### src/rtl/pwm2ch_aq.sv
module pwm2ch_aq #(
  parameter int CW = 16
) (
  input  logic          clk,
  input  logic          rst_n,
  input  logic          wr_en,
  input  logic [2:0]    wr_addr,
  input  logic [CW-1:0] wr_data,
  output logic          pwm_a,
  output logic          pwm_b
);
  localparam int PW = 11;

  logic          run;
  logic [2:0]    cdiv, hdiv;
  logic [CW-1:0] prd_sh, prd_act, cmp_a, cmp_b, cnt;
  logic [5:0]    aq_a, aq_b;
  logic [PW-1:0] pc, div;
  logic [3:0]    hs;
  logic          tick, wrap, na, nb;

  assign hs   = (hdiv == 3'd0) ? 4'd1 : {hdiv, 1'b0};
  assign div  = {{(PW-4){1'b0}}, hs} << cdiv;
  assign tick = run && (pc >= div - 1'b1);
  assign wrap = (cnt == prd_act);

  function automatic logic act(input logic cur, input logic [1:0] code);
    case (code)
      2'b01:   act = 1'b0;
      2'b10:   act = 1'b1;
      2'b11:   act = ~cur;
      default: act = cur;
    endcase
  endfunction

  function automatic logic step(input logic cur, input logic [5:0] aq,
                                input logic z, input logic p, input logic c);
    logic o;
    o = cur;
    if (z) o = act(o, aq[1:0]);
    if (p) o = act(o, aq[3:2]);
    if (c) o = act(o, aq[5:4]);
    step = o;
  endfunction

  assign na = step(pwm_a, aq_a, cnt == '0, wrap, cnt == cmp_a);
  assign nb = step(pwm_b, aq_b, cnt == '0, wrap, cnt == cmp_b);

  always_ff @(posedge clk or negedge rst_n) begin
    if (!rst_n) begin
      run <= 1'b0; cdiv <= '0; hdiv <= '0;
      prd_sh <= '0; prd_act <= '0; cmp_a <= '0; cmp_b <= '0;
      aq_a <= '0; aq_b <= '0; pc <= '0; cnt <= '0;
      pwm_a <= 1'b0; pwm_b <= 1'b0;
    end else begin
      if (wr_en) begin
        case (wr_addr)
          3'd0: {hdiv, cdiv, run} <= wr_data[6:0];
          3'd1: prd_sh <= wr_data;
          3'd2: cmp_a  <= wr_data;
          3'd3: cmp_b  <= wr_data;
          3'd4: aq_a   <= wr_data[5:0];
          3'd5: aq_b   <= wr_data[5:0];
          default: ;
        endcase
      end
      pc <= (!run || tick) ? '0 : pc + 1'b1;
      if (!run)
        cnt <= '0;
      else if (tick)
        cnt <= wrap ? '0 : cnt + 1'b1;
      if (!run || (tick && wrap))
        prd_act <= prd_sh;
      if (tick) begin
        pwm_a <= na;
        pwm_b <= nb;
      end
    end
  end

  AST_CNT_BOUND: assert property (@(posedge clk) disable iff (!rst_n)
    cnt <= prd_act);
  AST_WRAP_ZERO: assert property (@(posedge clk) disable iff (!rst_n)
    (tick && cnt == prd_act) |=> cnt == '0);
  AST_CNT_STEP: assert property (@(posedge clk) disable iff (!rst_n)
    (tick && cnt != prd_act) |=> cnt == $past(cnt) + 1'b1);
  AST_CMP_LAST: assert property (@(posedge clk) disable iff (!rst_n)
    (tick && cnt == cmp_a && aq_a[5:4] == 2'b01) |=> !pwm_a);
  AST_SHADOW_HOLD: assert property (@(posedge clk) disable iff (!rst_n)
    (run && !(tick && cnt == prd_act)) |=> $stable(prd_act));
  AST_NO_TICK: assert property (@(posedge clk) disable iff (!rst_n)
    (run && !tick) |=> ($stable(cnt) && $stable(pwm_a) && $stable(pwm_b)));
  AST_STOP_HOLD: assert property (@(posedge clk) disable iff (!rst_n)
    !run |=> (cnt == '0 && $stable(pwm_a) && $stable(pwm_b)));
endmodule

### config.mk
export PLATFORM = sky130hd
export DESIGN_NAME = pwm2ch_aq
export DESIGN_NICKNAME = d
export VERILOG_FILES = /design/src/rtl/pwm2ch_aq.sv
export SDC_FILE = /design/constraint.sdc
export NUM_CORES = 1
export LEC_CHECK = 0
export ABC_CLOCK_PERIOD_IN_PS = 3900
export BUFFER_PORTS_ARGS = -buffer_cell sky130_fd_sc_hd__buf_2
export CAP_MARGIN = 20
export CORE_MARGIN = 10
export CORE_UTILIZATION = 58
export CTS_BUF_LIST = sky130_fd_sc_hd__clkbuf_4
export CTS_CLUSTER_DIAMETER = 60
export CTS_CLUSTER_SIZE = 8
export DETAILED_ROUTE_END_ITERATION = 12
export PLACE_DENSITY = 0.78
export SYNTH_ARGS = -nofsm -noshare
export SYNTH_HDL_FRONTEND = slang
export SYNTH_SLANG_ARGS = --single-unit
### constraint.sdc
create_clock -name clk -period 3.9 [get_ports clk]
set_clock_uncertainty 0.2 [all_clocks]
set_input_delay 0.195 -clock clk [delete_from_list [all_inputs] [get_ports clk]]
set_output_delay 0.195 -clock clk [all_outputs]
set_load 0.005 [all_outputs]
==> impl.org <==
** Setup path
- The worst register-to-register path ends at cnt[12].
- Depth of the worst register-to-register path :: 13
- Data arrives at the worst endpoint at 3920 ps.
- Endpoint of the most critical setup path :: cnt[12]
- Critical path depth in cells :: 13
- By instance count, the cell type seen most on the critical path is buf_4.
- Worst R2R Setup Slack :: 210 ps
- Launching instance or port of the critical path :: hdiv[1]
- Crit path largest cell delay :: 510 ps
- Critical-path cell list :: buf_4 > mux2_1 > mux2i_1 > o21ai_1 > buf_4 > or3_1 > o22a_1 > ha_1 > nand4_1 > o21a_2 > buf_8 > or4_1 > a21oi_1
- Required time worst endpoint :: 4130 ps
- STA classifies the critical path endpoint as a flop.
- The worst setup path is launched from a flop.
- The setup path with the least slack is of type flop to flop.
- On the critical path, the stage with the largest delay is an instance of or4_1.
- Of all nets on the critical path, the largest fanout is 28.
- The worst register-to-register path begins at hdiv[1].
- Buffers and inverters on the worst path :: 3
- The cell family contributing the most delay on the critical path is simple AND/OR/NAND/NOR gates.

** Cells and area
- In the final layout, the multi-input gates occupy 3170 um2.
- The area growth from synthesis to layout is 10.2%.
- Sequential Area :: 2800 um2
- Diodes inserted :: 0
- For this run, the post-layout net count is 652.
- The finished cells cover 6850 um2.
- Fill cells in the final layout number 780.
- Of the cells placed in the final design, the portion with a size suffix greater than 1 is 23.7%.

** STA
- The worst path uses 94.6% of the clock period.
- Setup violations remaining at the end of the flow were counted as 0.
- The worst path in the final design needs a cycle of 3690 ps, including I/O delays and setup.
- The number of hold violations in the final report came to 0.
- Final max-slew violation count :: 0
- In this run the tightest slew margin relative to its limit is 31.5%.
- In the final timing run, aggregate negative setup slack is 0 ps.
- Slew of the pin with the lowest slew margin :: 1020 ps
- Unrepaired setup endpoints after global routing :: no
- F_max :: 0.271 GHz

** Status
- The run finished with clean final reports.

** Clock tree
- CTS placed an instance of clkbuf_4 at the clock tree root.
- The H-tree was split into 3 levels.
- Clock tree from TritonCTS :: yes
- Number of clock buffers inserted by TritonCTS :: 9
- After clock tree synthesis, the clock-pin slew on the worst setup and hold paths is 180 ps.
- Number of clock sinks :: 112
- Clock latency on the worst-skew pair, taken at its later pin, is 500 ps.
- Counting along the longest clock path gives a buffer depth of 2.

** GRT
- Largest net degree at the start of global routing :: 74
- The total overflow left after global routing is 0.
- Global routing used 19.7% of the available tracks across all layers.
- The first global-routing pass estimated 23700 um of wire.
- Vias in the first global route :: 4595
- The initial antenna violation count is 0.

** Synth
- The synthesized netlist occupies a cell area of 6210 um2.
- Synthesis produced a netlist with a net count of 615.
- After synthesis, the largest family of logic cells by area is multiplexers.
- Post-Synth Simple-Gate Area :: 15.1%
- Post-Synth XOR/XNOR Area :: 8.74%
- Summing the sequential cell areas from Yosys gives 45.1% of the chip area.
- The netlist uses 53 different library cells.
- For this run, the number of Yosys warnings is 0.
- Counting every instance in the synthesized netlist gives 578.
- Ys async rst share :: 100%
- Summing the areas of all fa, ha and maj instances in the mapped netlist gives 3.02% of the synthesized area.
- After synthesis, the share of cell area in mux cells is 15.2%.
- For this run, the leading register cell type out of synthesis is dfrtp_1.
- The synthesized netlist devotes 8.70% of its cell area to compound gates.
- Number of synthesized flops with an enable pin :: 0
- Flops & latches, synth :: 112
- Syn_area_per_cell :: 10.7 um2

** Floorplan
- The initial utilization of the core area, before any placement, comes to 59.9%.
- The die covers 15200 um2.
- After floorplanning, the core was sized to cover 10400 um2.
- Height of the die :: 123 um
- Row generation in the floorplan step produced 37 rows.
- Number of primary I/O pins :: 24
- Die W :: 123 um

** Routing
- Residual antenna-violating net count after detailed routing :: 0
- In this run the top signal layer used is met4.
- In this run, the number of DRC markers left after iteration 0 of detailed routing was 296.
- Wire length on met3 :: 981 um
- In the routed design, unresolved DRC markers number 0.
- After detailed routing, the average wire length per cell comes to 18.8 um.
- For this block, the via count after detailed routing is 4620.
- TritonRoute pass-1 iters :: 5
- Met1 Routed Length :: 6370 um
- The final layout contains routed wiring with a total length of 14200 um.
- Met2 wire length :: 6590 um
- Vias per Instance :: 6.11

** Place
- Post-DP HPWL :: 10200 um
- Once placement finished, the instance area stood at 6470 um2.
- GP Congestion :: 0.940
- Number of I/O port buffers :: 23

** Hold path
- The path class of the tightest hold or removal check is input port to flop.
- Number of stages on the worst hold path :: 5

** Pwr
- In this run the power density over the cells is 452 nW/um2.
- The analysis attributes to cell leakage a power of 2.84 nW.
- Peak ir drop on the vdd network :: 0.000321 V

** Job
- Across the run, the number of max-cap violations was 0.
[per-stage QoR]
step / instances / power [mW] / setup WS (ps) / hold WS, ps / utilization [%]
after floorplan: 578 / 2.22 / 108 / -301 / -
after global placement: 720 / 2.45 / -48.4 / 170 / 62.4
after detailed placement: 720 / 2.51 / -147 / 190 / 62.4
after CTS: 755 / 3.09 / 5.21 / 32.8 / 65.7
after global routing: 756 / 3.28 / 8.58 / 69.0 / 66.0
final: 756 / 3.10 / 210 / 50.3 / 66.0
[cells by family (layout without fill, tap and decap cells)]
family                     count (synthesis)  in the layout
and+or+nand+nor                          165            165
DFF                                      112            112
AOI/OAI and AO/OA                         89             89
muxes                                     84             84
xor gates and xnor gates                  62             62
buffers and inverters                     51             93
adders and majority gates                 15             15
[worst register-to-register path: cells and delay by family (launching register included)]
kind | cells | cell delay, ps
flops | 1 | 420
compound gates | 4 | 730
simple gates | 3 | 1030
mux | 2 | 470
buf+inv | 3 | 510
fa+ha+maj | 1 | 310
[how the worst min path moves through the flow]
stage,start,endpoint
2_1_floorplan,rst_n,aq_a[0]
3_3_place_gp,rst_n,cnt[8]
3_5_place_dp,rst_n,cnt[6]
4_1_cts,wr_addr[2],cdiv[2]
5_1_grt,wr_addr[2],cdiv[2]
6_report,wr_addr[2],cdiv[2]
[flip-flops by register name (all words and copies together), names as in the netlist]
register and cells:
cnt 16, pwm_a 1, aq_a 6, aq_b 6, prd_sh 16, cdiv 3
hdiv 3, run 1, pwm_b 1, cmp_b 16, pc 11, prd_act 16
cmp_a 16
[what timing repair did]
| action | CTS | global route |
|---|---|---|
| hold buffers | 19 | 0 |
| endpoints found under the hold margin | 138 | 0 |
| pin swaps | 0 | 1 |
| endpoints found under the setup margin | 16 | 44 |
| gates resized for setup | 1 | 7 |
| setup buffers | 0 | 1 |
[layout make-up]
type / instances / share of cell area, %
flip-flops and latches: 112 / 41.0
well taps: 136 / 2.49
multi-input cells: 415 / 46.3
inverters: 8 / 0.439
clock inverters: 7 / 1.11
repair buffers: 69 / 7.75
clock buffers: 9 / 0.987
[power breakdown]
group	total (mW)	switching [mW]	internal [mW]
sequential	1.58	0.194	1.39
combinational	0.943	0.460	0.482
clock	0.570	0.419	0.151
total	3.10	1.07	2.02
[per-layer routing]
layer / vias up / GRT usage [%]
met1: 2294 / 26.8
met3: 21 / 4.38
met4: 0 / 7.06
met5: - / 0
met2: 148 / 30.5
li1: 2157 / -
[synth_stat cells, drive strengths merged (3+ instances only)]
cell type	count	area (um2)
or4	8	60.1
nor2	28	105
xnor2	36	315
and2	7	43.8
xor2	26	228
a21oi	29	153
or3	3	18.8
o21ai	30	154
nor4	14	125
nand4b	5	43.8
nor2b	6	37.5
nor3	8	40.0
clkbuf	21	78.8
inv	7	26.3
nand3	26	130
nand2b	4	25.0
nand4	12	75.1
buf	22	148
nor4b	4	35.0
dfrtp	112	2800
o211ai	3	22.5
nand2	27	101
mux2	82	923
and3	8	50.1
a31oi	6	37.5
ha	15	188
[cells in the final DEF (no fill, tap or decap), drive strengths merged, types with 2 or more instances in the layout]
master         n
ha            15
a21boi         2
nand4         12
a22o           2
nor2          28
o221ai         2
nor3           8
mux2i          2
a21o           2
nand2b         4
nand4b         5
nand2         27
or3            3
o21a           2
and2           7
xnor2         36
mux2          82
nand3         26
a21oi         29
clkbuf         9
dlygate4sd3   19
nor2b          6
and3           8
nor4b          4
o211ai         3
dfrtp        112
or4            8
inv            9
nor4          14
and4           2
nor3b          2
a31oi          6
o21ai         30
xor2          26
a41oi          2
buf           50
clkinv         6
o22a           2
Note: power is estimated with default switching activity, not from simulation.
